==> config.mk <==
export PLATFORM = sky130hd
export DESIGN_NAME = hash_err_irq
export DESIGN_NICKNAME = d
export VERILOG_FILES = /design/src/rtl/hue_pkg.sv /design/src/rtl/hue_err_detect.sv /design/src/rtl/hue_status_reg.sv /design/src/rtl/hue_csr_rd.sv /design/src/rtl/hash_err_irq.sv
export SDC_FILE = /design/constraint.sdc
export NUM_CORES = 1
export LEC_CHECK = 0
export BUFFER_PORTS_ARGS = -buffer_cell sky130_fd_sc_hd__clkbuf_2
export CAP_MARGIN = 20
export CORE_AREA = 5 5 112 114
export CTS_CLUSTER_SIZE = 20
export DETAILED_ROUTE_END_ITERATION = 10
export DIE_AREA = 0 0 117 119
export PLACE_DENSITY = 0.67
export SLEW_MARGIN = 20
export SYNTH_ARGS = -nofsm -noshare
export SYNTH_HDL_FRONTEND = slang
export SYNTH_SLANG_ARGS = --single-unit
==> constraint.sdc <==
create_clock -name clk -period 1.8 [get_ports clk]
set_input_delay 0.27 -clock clk [delete_from_list [all_inputs] [get_ports clk]]
set_output_delay 0.27 -clock clk [all_outputs]
set_load 0.005 [all_outputs]
==> src/rtl/hue_pkg.sv <==
`timescale 1ns/1ps
package hue_pkg;
  localparam int STAT_W    = 64;
  localparam int B_CTX     = 53;
  localparam int B_KEYLEN  = 54;
  localparam int B_DATALEN = 55;
  localparam int B_MODE    = 56;
  localparam int B_ADDR    = 57;
  localparam int B_OVF     = 61;
  localparam logic [STAT_W-1:0] LIVE_BITS =
      (64'd1 << B_CTX) | (64'd1 << B_KEYLEN) | (64'd1 << B_DATALEN) |
      (64'd1 << B_MODE) | (64'd1 << B_ADDR) | (64'd1 << B_OVF);
  localparam logic [STAT_W-1:0] MASK_INIT = 64'h3000;
  typedef enum logic { SEL_STATUS = 1'b0, SEL_MASK = 1'b1 } csr_sel_e;
endpackage

==> src/rtl/hue_err_detect.sv <==
`timescale 1ns/1ps
module hue_err_detect
  import hue_pkg::*;
#(
  parameter int KSZ_W    = 8,
  parameter int DSZ_W    = 16,
  parameter int MODE_W   = 8,
  parameter int KEY_MAX  = 64,
  parameter int BLK_BITS = 512,
  parameter int ALG_W    = 2,
  parameter int ALG_MAX  = 2,
  parameter int CONT_BIT = 2
) (
  input  logic              clk,
  input  logic              rst,
  input  logic              key_wr,
  input  logic              ksz_wr,
  input  logic [KSZ_W-1:0]  ksz_val,
  input  logic              dsz_wr,
  input  logic [DSZ_W-1:0]  dsz_val,
  input  logic              mode_wr,
  input  logic [MODE_W-1:0] mode_val,
  input  logic              busy,
  input  logic              bus_acc,
  input  logic              addr_ok,
  input  logic              fifo_push,
  input  logic              fifo_full,
  output logic [STAT_W-1:0] err_vec
);
  localparam int                BLK_LSB = $clog2(BLK_BITS);
  localparam int                RSV_LSB = CONT_BIT + 1;
  localparam logic [KSZ_W-1:0]  KEY_LIM = KSZ_W'(KEY_MAX);
  localparam logic [ALG_W-1:0]  ALG_LIM = ALG_W'(ALG_MAX);

  logic cont_q;
  logic rsv_hit, alg_bad, len_odd;

  // continue flag: captured from every mode write, legal or not
  always_ff @(posedge clk) begin
    if (rst)          cont_q <= 1'b0;
    else if (mode_wr) cont_q <= mode_val[CONT_BIT];
  end

  always_comb begin
    rsv_hit = (mode_val >> RSV_LSB) != '0;
    alg_bad = mode_val[ALG_W-1:0] > ALG_LIM;
    len_odd = dsz_val[BLK_LSB-1:0] != '0;
    err_vec = '0;
    err_vec[B_CTX]     = busy & (key_wr | ksz_wr | dsz_wr);
    err_vec[B_KEYLEN]  = ksz_wr & (ksz_val > KEY_LIM);
    err_vec[B_DATALEN] = dsz_wr & cont_q & len_odd;
    err_vec[B_MODE]    = mode_wr & (rsv_hit | alg_bad);
    err_vec[B_ADDR]    = bus_acc & ~addr_ok;
    err_vec[B_OVF]     = fifo_push & fifo_full;
  end

  AST_CONT_TRACK: assert property (@(posedge clk) disable iff (rst)
    mode_wr |=> cont_q == $past(mode_val[CONT_BIT]));
  AST_ERR_LIVE_ONLY: assert property (@(posedge clk) disable iff (rst)
    (err_vec & ~LIVE_BITS) == '0);
endmodule

==> src/rtl/hue_status_reg.sv <==
`timescale 1ns/1ps
module hue_status_reg
  import hue_pkg::*;
(
  input  logic              clk,
  input  logic              rst,
  input  logic [STAT_W-1:0] err_vec,
  input  logic              clr_we,
  input  logic              mask_we,
  input  logic [STAT_W-1:0] wdata,
  output logic [STAT_W-1:0] status_q,
  output logic [STAT_W-1:0] mask_q,
  output logic              irq_q,
  output logic              halt_q
);
  logic [STAT_W-1:0] clr_bits, set_bits, status_n, mask_n;

  always_comb begin
    clr_bits = clr_we ? wdata : '0;
    set_bits = err_vec & ~mask_q;
    status_n = ((status_q & ~clr_bits) | set_bits) & LIVE_BITS;
    mask_n   = mask_we ? wdata : mask_q;
  end

  always_ff @(posedge clk) begin
    if (rst) begin
      status_q <= '0;
      mask_q   <= MASK_INIT;
      irq_q    <= 1'b0;
      halt_q   <= 1'b0;
    end else begin
      status_q <= status_n;
      mask_q   <= mask_n;
      irq_q    <= |(status_n & ~mask_n);
      halt_q   <= |status_n;
    end
  end

  AST_RSVD_ZERO: assert property (@(posedge clk) disable iff (rst)
    (status_q & ~LIVE_BITS) == '0);
  AST_IRQ_NEEDS_HALT: assert property (@(posedge clk) disable iff (rst)
    irq_q |-> halt_q);
  AST_MASKED_NO_SET: assert property (@(posedge clk) disable iff (rst)
    1'b1 |=> (status_q & $past(err_vec & mask_q & ~status_q)) == '0);
  AST_ERR_STICKS: assert property (@(posedge clk) disable iff (rst)
    1'b1 |=> (status_q & $past(err_vec & ~mask_q)) == $past(err_vec & ~mask_q & LIVE_BITS));
  AST_W1C: assert property (@(posedge clk) disable iff (rst)
    clr_we |=> (status_q & $past(wdata & ~(err_vec & ~mask_q))) == '0);
endmodule

==> src/rtl/hue_csr_rd.sv <==
`timescale 1ns/1ps
module hue_csr_rd
  import hue_pkg::*;
(
  input  logic              clk,
  input  logic              rst,
  input  logic              sel,
  input  logic [STAT_W-1:0] status,
  input  logic [STAT_W-1:0] mask,
  output logic [STAT_W-1:0] rdata
);
  always_ff @(posedge clk) begin
    if (rst)                          rdata <= '0;
    else if (csr_sel_e'(sel) == SEL_MASK) rdata <= mask;
    else                              rdata <= status;
  end

  AST_RD_STATUS: assert property (@(posedge clk) disable iff (rst)
    !sel |=> rdata == $past(status));
endmodule

==> src/rtl/hash_err_irq.sv <==
`timescale 1ns/1ps
module hash_err_irq
  import hue_pkg::*;
#(
  parameter int KSZ_W    = 8,
  parameter int DSZ_W    = 16,
  parameter int MODE_W   = 8,
  parameter int KEY_MAX  = 64,
  parameter int BLK_BITS = 512
) (
  input  logic              clk,
  input  logic              rst,
  input  logic              key_wr,
  input  logic              ksz_wr,
  input  logic [KSZ_W-1:0]  ksz_val,
  input  logic              dsz_wr,
  input  logic [DSZ_W-1:0]  dsz_val,
  input  logic              mode_wr,
  input  logic [MODE_W-1:0] mode_val,
  input  logic              busy,
  input  logic              bus_acc,
  input  logic              addr_ok,
  input  logic              fifo_push,
  input  logic              fifo_full,
  input  logic              csr_sel,
  input  logic              csr_wr,
  input  logic [63:0]       csr_wdata,
  output logic [63:0]       csr_rdata,
  output logic              irq,
  output logic              halt
);
  logic [STAT_W-1:0] err_vec, status_q, mask_q;
  logic              clr_we, mask_we;

  assign clr_we  = csr_wr & (csr_sel_e'(csr_sel) == SEL_STATUS);
  assign mask_we = csr_wr & (csr_sel_e'(csr_sel) == SEL_MASK);

  hue_err_detect #(
    .KSZ_W(KSZ_W), .DSZ_W(DSZ_W), .MODE_W(MODE_W),
    .KEY_MAX(KEY_MAX), .BLK_BITS(BLK_BITS)
  ) u_detect (
    .clk(clk), .rst(rst),
    .key_wr(key_wr), .ksz_wr(ksz_wr), .ksz_val(ksz_val),
    .dsz_wr(dsz_wr), .dsz_val(dsz_val),
    .mode_wr(mode_wr), .mode_val(mode_val),
    .busy(busy), .bus_acc(bus_acc), .addr_ok(addr_ok),
    .fifo_push(fifo_push), .fifo_full(fifo_full),
    .err_vec(err_vec)
  );

  hue_status_reg u_stat (
    .clk(clk), .rst(rst), .err_vec(err_vec),
    .clr_we(clr_we), .mask_we(mask_we), .wdata(csr_wdata),
    .status_q(status_q), .mask_q(mask_q), .irq_q(irq), .halt_q(halt)
  );

  hue_csr_rd u_rd (
    .clk(clk), .rst(rst), .sel(csr_sel),
    .status(status_q), .mask(mask_q), .rdata(csr_rdata)
  );

  AST_OVF_FLAG: assert property (@(posedge clk) disable iff (rst)
    (fifo_push && fifo_full && !mask_q[B_OVF]) |=> status_q[B_OVF]);
  AST_HALT_HOLDS: assert property (@(posedge clk) disable iff (rst)
    (halt && !csr_wr) |=> halt);
endmodule

== Word level (Yosys, flattened, before mapping) ==
Index checks and enable logic that the tools add are counted.
Operators by class
  bitwise gates (word level): 21
  magnitude comparators: 2
  reduce and logical (&&, ||, !) cells: 4
  multiplexer cells: 3
Operator list (count)
  two-way mux 64 bit: 2
  AND 62 bit: 2
  inverter 62 bit: 2
  AND 62 x 64 -> 64 bit: 1
  inverter 64 bit: 1
  OR reduction 64 bit: 1
  two-way mux 62 bit: 1
  OR 62 bit: 1
  AND 1 bit: 9
  nonzero test 9 bit: 1
  > comparator 8 x 7 -> 1 bit, second input constant: 1
  nonzero test 8 bit: 1
  OR reduction 6 bit: 1
  OR 1 bit: 3
  > comparator 2 bit, second input constant: 1
  inverter 1 bit: 2
Word-level totals
  bits in registers: 137
  input bits: 109
  output and inout port bits: 66
  word-level logic and storage cells: 36

== Logic depth before layout (Yosys ltp) ==
Gate-level depths: netlist (run 1).
  depth after elaboration: 8
  depth in mapped cells: 7
  mapped depth without buffers: 5

== Modules after synthesis ==
From an unflattened synthesis (run 1), not the netlist that was laid out.
Second synthesis, totals
  cell total of the unflattened synthesis: 597
  area total of the unflattened synthesis: 5944.5 µm²
Modules (own cells, without submodules)
  hue_status_reg: area each 3075.4 µm², sequential area each 1441.4 µm², times used 1, cells an instance 312
  hue_csr_rd: area each 2290.9 µm², sequential area each 1281.2 µm², times used 1, cells an instance 206
  hue_err_detect: area each 561.8 µm², sequential area each 20.0 µm², times used 1, cells an instance 77
  hash_err_irq: area each 16.3 µm², sequential area each 0.0 µm², times used 1, cells an instance 2

== Least setup slack after synthesis (run 1) ==
No wires, ideal clock.
  path kind: input port to flip-flop
  start point: in csr_sel
  end point: reg u_stat.irq_q
  slack: 0.418 ns
  setup time: 0.077 ns
  arrival: 1.305 ns
  data required time: 1.723 ns
  buffers on the path: 2
  stages: 7
  cells stage by stage: buf_6 -> and2_4 -> buf_6 -> mux2i_1 -> inv_1 -> o221a_1 -> a41oi_2
Between the ends
  cells in the longest elaborated chain, start to end: 8
  elaborated cells on any way between the ends: 11
  those cells by class: mux: 2; bitwise: 8; reduce/logical: 1
Ends and longest elaborated chain
  start, declared: RTL line hash_err_irq.sv:25  | input logic csr_sel,
  inverter 1 bit: RTL line hash_err_irq.sv:35  | assign clr_we = csr_wr & (csr_sel_e'(csr_sel) == SEL_STATUS);
  AND 1 bit: RTL line hash_err_irq.sv:35
  two-way mux 62 bit: RTL line hue_status_reg.sv:19  | clr_bits = clr_we ? wdata : '0;
  inverter 62 bit: RTL line hue_status_reg.sv:21  | status_n = ((status_q & ~clr_bits) | set_bits) & LIVE_BITS;
  AND 62 bit: RTL line hue_status_reg.sv:21
  OR 62 bit: RTL line hue_status_reg.sv:21
  AND 62 x 64 -> 64 bit *: RTL line hue_status_reg.sv:34  | irq_q <= |(status_n & ~mask_n);
  OR reduction 64 bit *: RTL line hue_status_reg.sv:34
  end signal, assigned: RTL line hue_status_reg.sv:34
  end, declared: RTL line hue_status_reg.sv:13  | output logic irq_q,
Every way passes the cells marked *; elsewhere a longest branch is shown, timed or not.
A chain may end at the register's enable or synchronous reset.

== Worst setup path after layout (run 1) ==
  start point: reg u_stat.mask_q[54]
  end point: reg u_stat.irq_q
Between the ends
  cells in the longest elaborated chain, start to end: 5
  elaborated cells on any way between the ends: 7
  those cells by class: mux: 1; bitwise: 5; reduce/logical: 1
Ends and longest elaborated chain
  start, declared: RTL line hue_status_reg.sv:12  | output logic [STAT_W-1:0] mask_q,
  start signal, assigned: RTL line hue_status_reg.sv:33  | mask_q <= mask_n;
  inverter 62 bit: RTL line hue_status_reg.sv:20  | set_bits = err_vec & ~mask_q;
  AND 62 bit: RTL line hue_status_reg.sv:20
  OR 62 bit: RTL line hue_status_reg.sv:21
  AND 62 x 64 -> 64 bit *: RTL line hue_status_reg.sv:34
  OR reduction 64 bit *: RTL line hue_status_reg.sv:34
Marked as above.

==> results of run 1 <==
==> layout by cell type (no fill, tap or decap) <==
cell / instances
buf_2: 1
nand3b_1: 4
inv_1: 3
a41oi_2: 1
nand2b_1: 4
nand2_2: 1
a31oi_1: 2
and4_1: 1
buf_12: 4
nor3_1: 2
nand2_1: 121
nor4_1: 3
a21oi_1: 63
clkbuf_16: 17
and2_4: 1
clkinv_2: 5
a311oi_1: 1
clkbuf_2: 166
buf_4: 2
dfxtp_1: 137
o221a_1: 1
and2_1: 58
o21ai_0: 1
bufinv_16: 2
nor2_1: 23
mux2i_1: 13
a21boi_0: 2
clkbuf_1: 1
clkbuf_8: 5
nor2b_4: 2
clkinvlp_4: 1
nor3b_1: 2
==> power by group <==
group	internal [mW]	leakage, nW	total (mW)	switching, mW
Sequential	3.15	1.12	3.19	0.0450
Combinational	0.216	1.35	0.450	0.234
Clock	2.20	0.295	3.40	1.20
==> Yosys cell counts, drive strengths merged <==
cell | count | area share (%)
dfxtp | 137 | 62
nand2 | 122 | 10
a21oi | 63 | 7.1
and2 | 59 | 8.4
nor2 | 23 | 1.9
clkbuf | 19 | 1.6
mux2i | 13 | 2.9
buf | 10 | 1.4
nand2b | 4 | 0.56
nand3b | 4 | 0.68
inv | 3 | 0.25
nor4 | 3 | 0.42
a21boi | 2 | 0.34
a31oi | 2 | 0.28
nor2b | 2 | 0.45
nor3 | 2 | 0.23
nor3b | 2 | 0.34
a311oi | 1 | 0.20
a41oi | 1 | 0.37
and4 | 1 | 0.20
o21ai | 1 | 0.11
o221a | 1 | 0.25
==> final timing paths <==
check	startpoint	to	slack (ns)	depth (start not counted)
worst max-delay path	u_stat.mask_q[54]$_SDFF_PP0_	u_stat.irq_q$_SDFF_PP0_	0.58	5
worst min-delay path	csr_wdata[37]	flip-flop	0.08	3
worst max register to register	u_stat.mask_q[54]$_SDFF_PP0_	u_stat.irq_q$_SDFF_PP0_	0.58	5
worst min register to register	flip-flop	flip-flop	0.45	2
==> worst min-delay path, stage by stage <==
cell	delay, ns
clkbuf_2	0.08
nand2_1	0.04
a21oi_1	0.05
==> cell type report <==
type | instances | area, um^2 | area share [%]
sequential | 137 | 2740 | 45.5
clock buffer | 23 | 498 | 8.27
timing repair buffer | 173 | 931 | 15.5
inverter | 3 | 11.3 | 0.187
multi-input combinational | 306 | 1570 | 26.0
clock inverter | 8 | 92.6 | 1.54
tap | 143 | 179 | 2.97
==> stage by stage <==
step / hold WS (ns) / power (mW) / setup WS [ns] / instances / instance area (um^2)
floorplan: 0.391 / 3.48 / 0.418 / 475 / 4440
global placement: 0.436 / 3.70 / 0.276 / 762 / 5430
detailed placement: 0.439 / 3.71 / 0.261 / 762 / 5430
CTS: 0.0574 / 7.15 / 0.560 / 793 / 6020
global route: 0.0616 / 7.36 / 0.449 / 793 / 6020
finish: 0.0797 / 7.05 / 0.578 / 793 / 6020
==> per-layer routing <==
layer / part of all wire (%) / GRT usage (%) / vias to the layer above
li1: - / - / 1847
met1: 43 / 18.2 / 1664
met2: 47 / 23.9 / 137
met3: 9.4 / 6.95 / 16
met4: 1.4 / 6.02 / 0
met5: 0 / 0 / -
==> cell families after synthesis <==
family,Yosys count
multiplexers,13
AND/OR/NAND/NOR,222
AO/OA/AOI/OAI,71
buffers and inverters,32
flip-flops,137
==> metrics.md, run 1 <==
| Metric | Value |
|---|---|
| P_leak | `2.76 nW` |
| CTS Buf Count | `17` |
| Critical-path top delay cell | `dfxtp_1` |
| Clock skew | `0.00544 ns` |
| Hold Buf Count CTS | `0` |
| XOR/XNOR share of the synthesized area | `0%` |
| Relative slew slack | `71.8%` |
| Critical Path Sink Type | `flip-flop` |
| Adder-cell share of the synthesized area | `0%` |
| Cell Rows | `39` |
| First DRT Iteration DRCs | `230` |
| Global-route usage over all layers | `15.3%` |
| Vias in the first global route | `3589` |
| Fin. max-slew vios | `0` |
| I/O pin count | `175` |
| Hpwl dp | `7240 um` |
| Initial core utilization | `39.3%` |
| RePlAce Congestion | `0.839` |
| Outcome | `finished clean` |
| Max clock buf depth | `2` |
| Vias per cell | `4.62` |
| Simple-gate share of the synthesized area | `23.5%` |
| CTS sink cnt | `137` |
| Clock Tree Root | `clkbuf_16` |
| CTS resizes | `0` |
| Synth cell types | `26` |
| Compound-Gate Fraction of Synth Area | `8.64%` |
| WL final | `10400 um` |
| CP startpoint kind | `flip-flop` |
| CTS H-tree lvls | `4` |
| Seq/Total Area, Yosys | `61.7%` |
| Syn nets | `584` |
| WP data required | `2.08 ns` |
| Antenna violations before repair | `0` |
| Layout cell share with drive strength beyond 1 | `32.0%` |
| Wire length per cell | `13.1 um` |
| Peak VDD IR | `0.000799 V` |
| DRC errors left | `0` |
| Post-DRT Antenna Nets | `0` |
| Hold Crit Class | `primary input to flip-flop` |
| Global route overflow | `0` |
| Seq cells post-synth | `137` |
| Die span in y | `119 um` |
| Fin. Hold Viols | `0` |
| MaxCap Viol Count | `0` |
| Fmax | `818 MHz` |
| Largest stage delay, worst path | `0.36 ns` |
| CP top delay family | `compound AO/OA/AOI/OAI gates` |
| P&R area growth vs syn | `35.5%` |
| Fillers | `1049` |
| Critical path class | `flip-flop to flip-flop` |
| Nets | `747` |
| Buffers and inverters on the worst path | `0` |
| Worst slew pin tran | `0.422 ns` |
| Clk slew on worst S/H paths | `0.06 ns` |
| Total Die Area | `0.0139 mm^2` |
| Global-route wire length before repair | `16800 um` |
| Post-route minimum period | `1.22 ns` |
| P per Cell Area | `1170 mW/mm^2` |
| I/O Buffers | `167` |
| CTS tree | `yes` |
| YS warnings | `0` |
| Critical Path Fanout Max | `4` |
| Fin crit share | `67.9%` |
| Antenna diodes | `0` |
| # Post-CTS Setup Buffers | `0` |
| Fin util | `53.2%` |
| Critical Path AT | `1.50 ns` |
| RSZ-0062 raised after global routing | `no` |
| Aggregate negative setup slack | `0 ns` |
| Crit-path cells | `nand3b_1 > a21oi_1 > a311oi_1 > nand2b_1 > a41oi_2` |
| Largest net degree at the start of global routing | `80` |
| Largest family of logic cells by synthesized area | `simple AND/OR/NAND/NOR gates` |
| Core Area | `0.0113 mm^2` |
| Mux cell area share after synthesis | `2.93%` |
| Synthesized area | `0.00444 mm^2` |
| Synth Instances | `475` |
| Die width | `117 um` |
| Final setup vio count | `0` |
| Avg Cell Area, Syn | `9.36 um^2` |
| Worst-skew pair later-pin latency | `0.41 ns` |
| DR pass1 iterations | `4` |
| Via count | `3664` |
No activity file was read; power rests on OpenSTA's default activity.
==> run 2: changes to the inputs <==
--- a/config.mk
+++ b/config.mk
@@ -11,7 +11,7 @@
 export CTS_CLUSTER_SIZE = 20
 export DETAILED_ROUTE_END_ITERATION = 10
 export DIE_AREA = 0 0 117 119
-export PLACE_DENSITY = 0.67
+export PLACE_DENSITY = 0.69
 export SLEW_MARGIN = 20
 export SYNTH_ARGS = -nofsm -noshare
 export SYNTH_HDL_FRONTEND = slang
==> constraint.sdc (replaced) <==
create_clock -name clk -period 1.1 [get_ports clk]
set_input_delay 0.165 -clock clk [delete_from_list [all_inputs] [get_ports clk]]
set_output_delay 0.165 -clock clk [all_outputs]
set_load 0.005 [all_outputs]
==> run 2 against run 1 <==
The run now ends with setup timing left. Worst hold slack got worse by 0.066 ns. Cell count rose by 9.3%. Sequential power rose by 64%. Total power rose by 68%. Clock skew fell by 0.00076 ns. Worst setup slack got worse by 0.63 ns. Critical path type unchanged.
==> metrics.md, run 2 (synthesis gave the netlist of run 1 again) <==
| Metric | Value |
|---|---|
| Fmax | `868 MHz` |
| Hold Crit Class | `primary input to flip-flop` |
| DRC errors left | `0` |
| Final Instance Area | `0.00674 mm^2` |
| I/O pin count | `175` |
| Worst slew pin tran | `0.384 ns` |
| Vias per cell | `4.48` |
| Net Sw Power | `2.58 mW` |
| Nets | `819` |
| Failing checks | `setup timing` |
| Antenna violations before repair | `1` |
| Fin cells | `867` |
| Critical Path Sink Type | `flip-flop` |
| DR pass1 iterations | `4` |
| Critical Path AT | `1.43 ns` |
| Fin. max-slew vios | `0` |
| Hold Path Stages | `3` |
| Clock Tree Root | `clkbuf_16` |
| CTS tree | `yes` |
| Critical-path top delay cell | `dfxtp_2` |
| Worst-skew pair later-pin latency | `0.40 ns` |
| Cell Rows | `39` |
| Vias in the first global route | `4044` |
| Outcome | `finished, violations left` |
| Wire length per cell | `13.3 um` |
| MaxCap Viol Count | `0` |
| Core Area | `0.0113 mm^2` |
| Die width | `117 um` |
| Global-route wire length before repair | `18500 um` |
| Fin crit share | `105%` |
| First DRT Iteration DRCs | `208` |
| Fin. Hold Viols | `0` |
| Clock skew | `0.00468 ns` |
| Hpwl dp | `7880 um` |
| # Post-CTS Setup Buffers | `0` |
| Initial core utilization | `39.3%` |
| Max clock buf depth | `2` |
| Logic pwr share | `8.2%` |
| Clk pwr share | `47.8%` |
| Commonest non-fill, non-tap cell in the layout | `clkbuf_2` |
| Critical Path Fanout Max | `3` |
| Largest net degree at the start of global routing | `49` |
| Sequential share of power | `44.0%` |
| P&R area growth vs syn | `51.5%` |
| WL final | `11600 um` |
| DP Area | `0.00555 mm^2` |
| Total Die Area | `0.0139 mm^2` |
| Int Pwr | `9.29 mW` |
| Peak VDD IR | `0.00110 V` |
| Final total power | `11.9 mW` |
| Layout cell share with drive strength beyond 1 | `32.5%` |
| Die span in y | `119 um` |
| RePlAce Congestion | `0.807` |
| WP data required | `1.38 ns` |
| P_leak | `3.07 nW` |
| Worst setup margin | `-0.0515 ns` |
| CTS H-tree lvls | `4` |
| Global route overflow | `0` |
| Reg2Reg Setup Slack | `-0.05 ns` |
| Global-route usage over all layers | `16.7%` |
| Largest stage delay, worst path | `0.34 ns` |
| Relative slew slack | `74.1%` |
| Inst Count DP | `779` |
| Most frequent cells in the layout | `clkbuf_2 (166), dfxtp_1 (136), nand2_1 (121)` |
| I/O Buffers | `167` |
| R2R cell count | `5` |
| Crit-path cells | `nand3b_1 > a21oi_2 > a311oi_2 > nand2b_1 > a41oi_2` |
| Post-route minimum period | `1.15 ns` |
| Final setup vio count | `2` |
| P per Cell Area | `1760 mW/mm^2` |
| RSZ-0062 raised after global routing | `yes` |
| Clk slew on worst S/H paths | `0.06 ns` |
| CTS Buf Count | `17` |
| CP startpoint kind | `flip-flop` |
| Sw Ratio | `21.7%` |
| Fin util | `59.5%` |
| Via count | `3884` |
| Post-DRT Antenna Nets | `0` |
| CTS sink cnt | `137` |
| Critical path class | `flip-flop to flip-flop` |
## run 2: cell count changes in the layout (fill, tap and decap cells not counted), moves of 2 or more
cell,before,now
inv_6,0,2
nor3b_2,0,2
dlygate4sd3_1,0,55
clkbuf_8,5,1
buf_4,2,20
nor3b_1,2,0
a21oi_2,0,4
a21oi_1,63,59
## run 2: per-layer routing
layer,global-route usage [%],vias to the layer above,wire [um]
met5,0,-,0
met4,7.74,0,249
met3,5.12,22,792
met2,28.2,133,5720
met1,19.1,1736,4790
li1,-,1993,-
## run 2: what timing repair did
action / in CTS / in global routing
pin swaps: 1 / 0
hold buffers: 55 / 0
setup endpoints to repair: 3 / 3
gates resized for setup: 5 / 6
hold endpoints to repair: 55 / 0
cloned: 0 / 0
## run 2: power by group through the flow
stage	combinational [mW]	clock, mW	sequential, mW
2_1_floorplan	0.392	0	5.31
3_3_place_gp	0.783	0	5.32
3_5_place_dp	0.801	0	5.33
4_1_cts	0.966	5.79	5.22
5_1_grt	1.07	6.03	5.24
6_report	0.970	5.68	5.23
## run 2: worst paths after layout
| path | startpoint | endpoint |
|---|---|---|
| setup reg to reg | u_stat.mask_q[54]$_SDFF_PP0_ | u_stat.irq_q$_SDFF_PP0_ |
| setup / recovery | u_stat.mask_q[54]$_SDFF_PP0_ | u_stat.irq_q$_SDFF_PP0_ |
| hold reg to reg | flip-flop | u_rd.rdata[16]$_SDFF_PP0_ |
| hold / removal | csr_wdata[58] | flip-flop |
## run 2: critical path: cells and delay by family (launching register included)
family             cells  cell delay, ns
AOI/OAI and AO/OA      3            0.40
DFF                    1            0.34
and+or+nand+nor        2            0.29
## run 2: area by class of cell
type,instances,area [um^2]
Tap cell,143,179
Antenna cell,1,2.50
Timing Repair Buffer,245,1600
Multi-Input combinational cell,306,1610
Clock buffer,20,447
Inverter,3,11.3
Fill cell,958,4590
Sequential cell,137,2740
Clock inverter,12,148
## run 2: metrics by stage
stage | setup slack, ns | setup TNS (ns) | hold slack, ns
global placement | -0.181 | -3.29 | 0.379
finish | -0.0515 | -0.0735 | 0.0134
global route | -0.129 | -0.238 | 0.0149
detailed placement | -0.273 | -6.54 | 0.384
CTS | -0.0342 | -0.0342 | 0.00114
floorplan | -0.136 | -0.591 | 0.286
==> run 3: changes to the inputs <==
--- a/config.mk
+++ b/config.mk
@@ -5,13 +5,14 @@
 export SDC_FILE = /design/constraint.sdc
 export NUM_CORES = 1
 export LEC_CHECK = 0
+export ABC_AREA = 1
 export BUFFER_PORTS_ARGS = -buffer_cell sky130_fd_sc_hd__clkbuf_2
 export CAP_MARGIN = 20
-export CORE_AREA = 5 5 112 114
+export CORE_AREA = 5 5 155 83
 export CTS_CLUSTER_SIZE = 20
 export DETAILED_ROUTE_END_ITERATION = 10
-export DIE_AREA = 0 0 117 119
-export PLACE_DENSITY = 0.69
+export DIE_AREA = 0 0 160 88
+export PLACE_DENSITY = 0.7
 export SLEW_MARGIN = 20
 export SYNTH_ARGS = -nofsm -noshare
 export SYNTH_HDL_FRONTEND = slang
==> run 3 against run 2 <==
Worst setup slack improved by 0.042 ns. Cell count increased by 0.58%. Clock power about the same. Via count increased by 3.2%. Critical endpoint unchanged. Maximum frequency increased by 3.8%. Die area increased by 1.1%. Largest cell class unchanged. Core utilization decreased by 4.4 points. The flow still finishes with violations (setup timing).
==> metrics.md, run 3 <==
| Metric | Value |
|---|---|
| Final total power | `12.0 mW` |
| Via count | `4007` |
| Cell Rows | `28` |
| Synth cell types | `17` |
| P per Cell Area | `1910 mW/mm^2` |
| P&R area growth vs syn | `41.7%` |
| Largest net degree at the start of global routing | `48` |
| CTS H-tree lvls | `4` |
| Relative slew slack | `80.9%` |
| Clk slew on worst S/H paths | `0.06 ns` |
| Clock skew | `0.00551 ns` |
| I/O pin count | `175` |
| Number of flops mapped to enable cells by yosys | `0` |
| Avg Cell Area, Syn | `8.43 um^2` |
| Worst slew pin tran | `0.287 ns` |
| Hold Path Stages | `3` |
| Post-synth top area share | `61.9%` |
| CTS sink cnt | `137` |
| YS warnings | `0` |
| Antenna violations before repair | `0` |
| Post-synth top area cell | `dfxtp_1` |
| Global route overflow | `0` |
| Critical Path Fanout Max | `2` |
| Failing checks | `setup timing` |
| RSZ-0062 raised after global routing | `yes` |
| Layout cell share with drive strength beyond 1 | `33.4%` |
| Outcome | `finished, violations left` |
| DR pass1 iterations | `4` |
| Post-route minimum period | `1.11 ns` |
| Clock Tree Root | `clkbuf_16` |
| Final setup vio count | `1` |
| WP data required | `1.40 ns` |
| I/O Buffers | `167` |
| Die width | `160 um` |
| CP startpoint kind | `flip-flop` |
| Nets | `820` |
| Critical path class | `flip-flop to flip-flop` |
| Ys flop type | `dfxtp_1` |
| Syn nets | `635` |
| Fin. max-slew vios | `0` |
| Die span in y | `88 um` |
| First DRT Iteration DRCs | `214` |
| Vias in the first global route | `3895` |
| Synthesized area | `0.00443 mm^2` |
| CTS tree | `yes` |
| Hpwl dp | `8360 um` |
| CTS Buf Count | `17` |
| Global-route wire length before repair | `18600 um` |
| Vias per cell | `4.60` |
| Async SR Flop Fraction | `0%` |
| Fillers | `1072` |
| Antenna diodes | `0` |
| Synth Instances | `526` |
| Fin. Hold Viols | `0` |
| Fmax | `901 MHz` |
| Top-count cell post-synth | `dfxtp_1` |
| P_leak | `2.98 nW` |
| DP Area | `0.00560 mm^2` |
| WL final | `11600 um` |
| Seq cells post-synth | `137` |
| R2R cell count | `9` |
| Top cells by count, synth | `dfxtp_1 (137), nor2_1 (88), inv_1 (83)` |
| Top post-synthesis cells by area | `dfxtp_1 (62%), nor2_1 (7.5%), o21ai_0 (7.5%), a21oi_1 (7.2%), inv_1 (7.0%)` |
| Hold Crit Class | `primary input to flip-flop` |
| RePlAce Congestion | `0.790` |
| Worst-skew pair later-pin latency | `0.40 ns` |
| Peak VDD IR | `0.000924 V` |
| Post-DRT Antenna Nets | `0` |
| Max clock buf depth | `2` |
| Final Instance Area | `0.00628 mm^2` |
| Initial core utilization | `38.9%` |
| Commonest non-fill, non-tap cell in the layout | `clkbuf_2` |
| Fin crit share | `101%` |
| Critical Path AT | `1.41 ns` |
| Most frequent cells in the layout | `clkbuf_2 (167), dfxtp_1 (135), nor2_1 (86)` |
| Core Area | `0.0114 mm^2` |
| DRC errors left | `0` |
| MaxCap Viol Count | `0` |
| Wire length per cell | `13.3 um` |
| Critical Path Sink Type | `flip-flop` |
| Global-route usage over all layers | `16.5%` |
| Total Die Area | `0.0141 mm^2` |
| Worst setup margin | `-0.00943 ns` |
| Seq/Total Area, Yosys | `61.9%` |
-- run 3: final timing paths --
| path | startpoint | end | slack, ns |
|---|---|---|---|
| max reg2reg | u_stat.mask_q[53]$_SDFF_PP0_ | u_stat.irq_q$_SDFF_PP0_ | -0.009 |
| max | u_stat.mask_q[53]$_SDFF_PP0_ | u_stat.irq_q$_SDFF_PP0_ | -0.009 |
| min reg2reg | flip-flop | u_rd.rdata[7]$_SDFF_PP0_ | 0.43 |
| min | mode_wr | u_detect.cont_q$_SDFFE_PP0P_ | 0.03 |
-- run 3: cells by family after synthesis --
logic type             share of synthesized area (%)
AND/OR/NAND/NOR                                 12.7
buffers and inverters                           9.88
flip-flops                                      61.9
AO/OA/AOI/OAI                                   15.5
-- run 3: metrics by stage --
step	utilization [%]	setup TNS, ns	setup WS, ns	instances	hold WS, ns
2_1_floorplan	-	0	0.0356	526	0.234
3_3_place_gp	49.2	-0.449	-0.181	838	0.394
3_5_place_dp	49.2	-1.32	-0.192	838	0.398
4_1_cts	54.7	0	0.000327	871	0.00625
5_1_grt	55.1	-0.171	-0.0897	872	0.0523
6_report	55.1	-0.00943	-0.00943	872	0.0259
-- run 3: worst max-delay path, cell delays in order (launching register included) --
cell     delay (ns)
dfxtp_2        0.33
inv_1          0.05
nand2_1        0.07
o21ai_2        0.06
nand2_1        0.09
nand3_2        0.10
nor2_4         0.14
nand3_2        0.08
nand2_1        0.06
inv_1          0.04
-- run 3: metal layers --
| metal | track usage [%] | part of all wire [%] | up-vias |
|---|---|---|---|
| li1 | - | - | 2011 |
| met1 | 21.7 | 48 | 1870 |
| met2 | 25.5 | 45 | 118 |
| met3 | 5.83 | 6.4 | 8 |
| met4 | 5.46 | 0.79 | 0 |
| met5 | 0 | 0 | - |
-- run 3: cell type report --
class / instances / area (um^2) / share of cell area, %
clock buffers: 18 / 439 / 6.99
clock inverters: 12 / 151 / 2.41
inverters: 83 / 312 / 4.96
multi-input cells: 277 / 1300 / 20.7
flip-flops and latches: 137 / 2750 / 43.7
well taps: 150 / 188 / 2.99
repair buffers: 195 / 1140 / 18.2
-- run 3: power breakdown --
group          switching [mW]  internal, mW
logic                   0.576         0.481
registers              0.0723          5.22
clock network            2.06          3.60
total                    2.70          9.30
-- run 3: what timing repair did --
action | 4_1_cts | 5_1_grt
buffers inserted | 0 | 1
gates resized for setup | 3 | 18
pin swaps | 1 | 11
setup endpoints to repair | 2 | 2
hold endpoints to repair | 3 | 0
hold buffers | 3 | 0
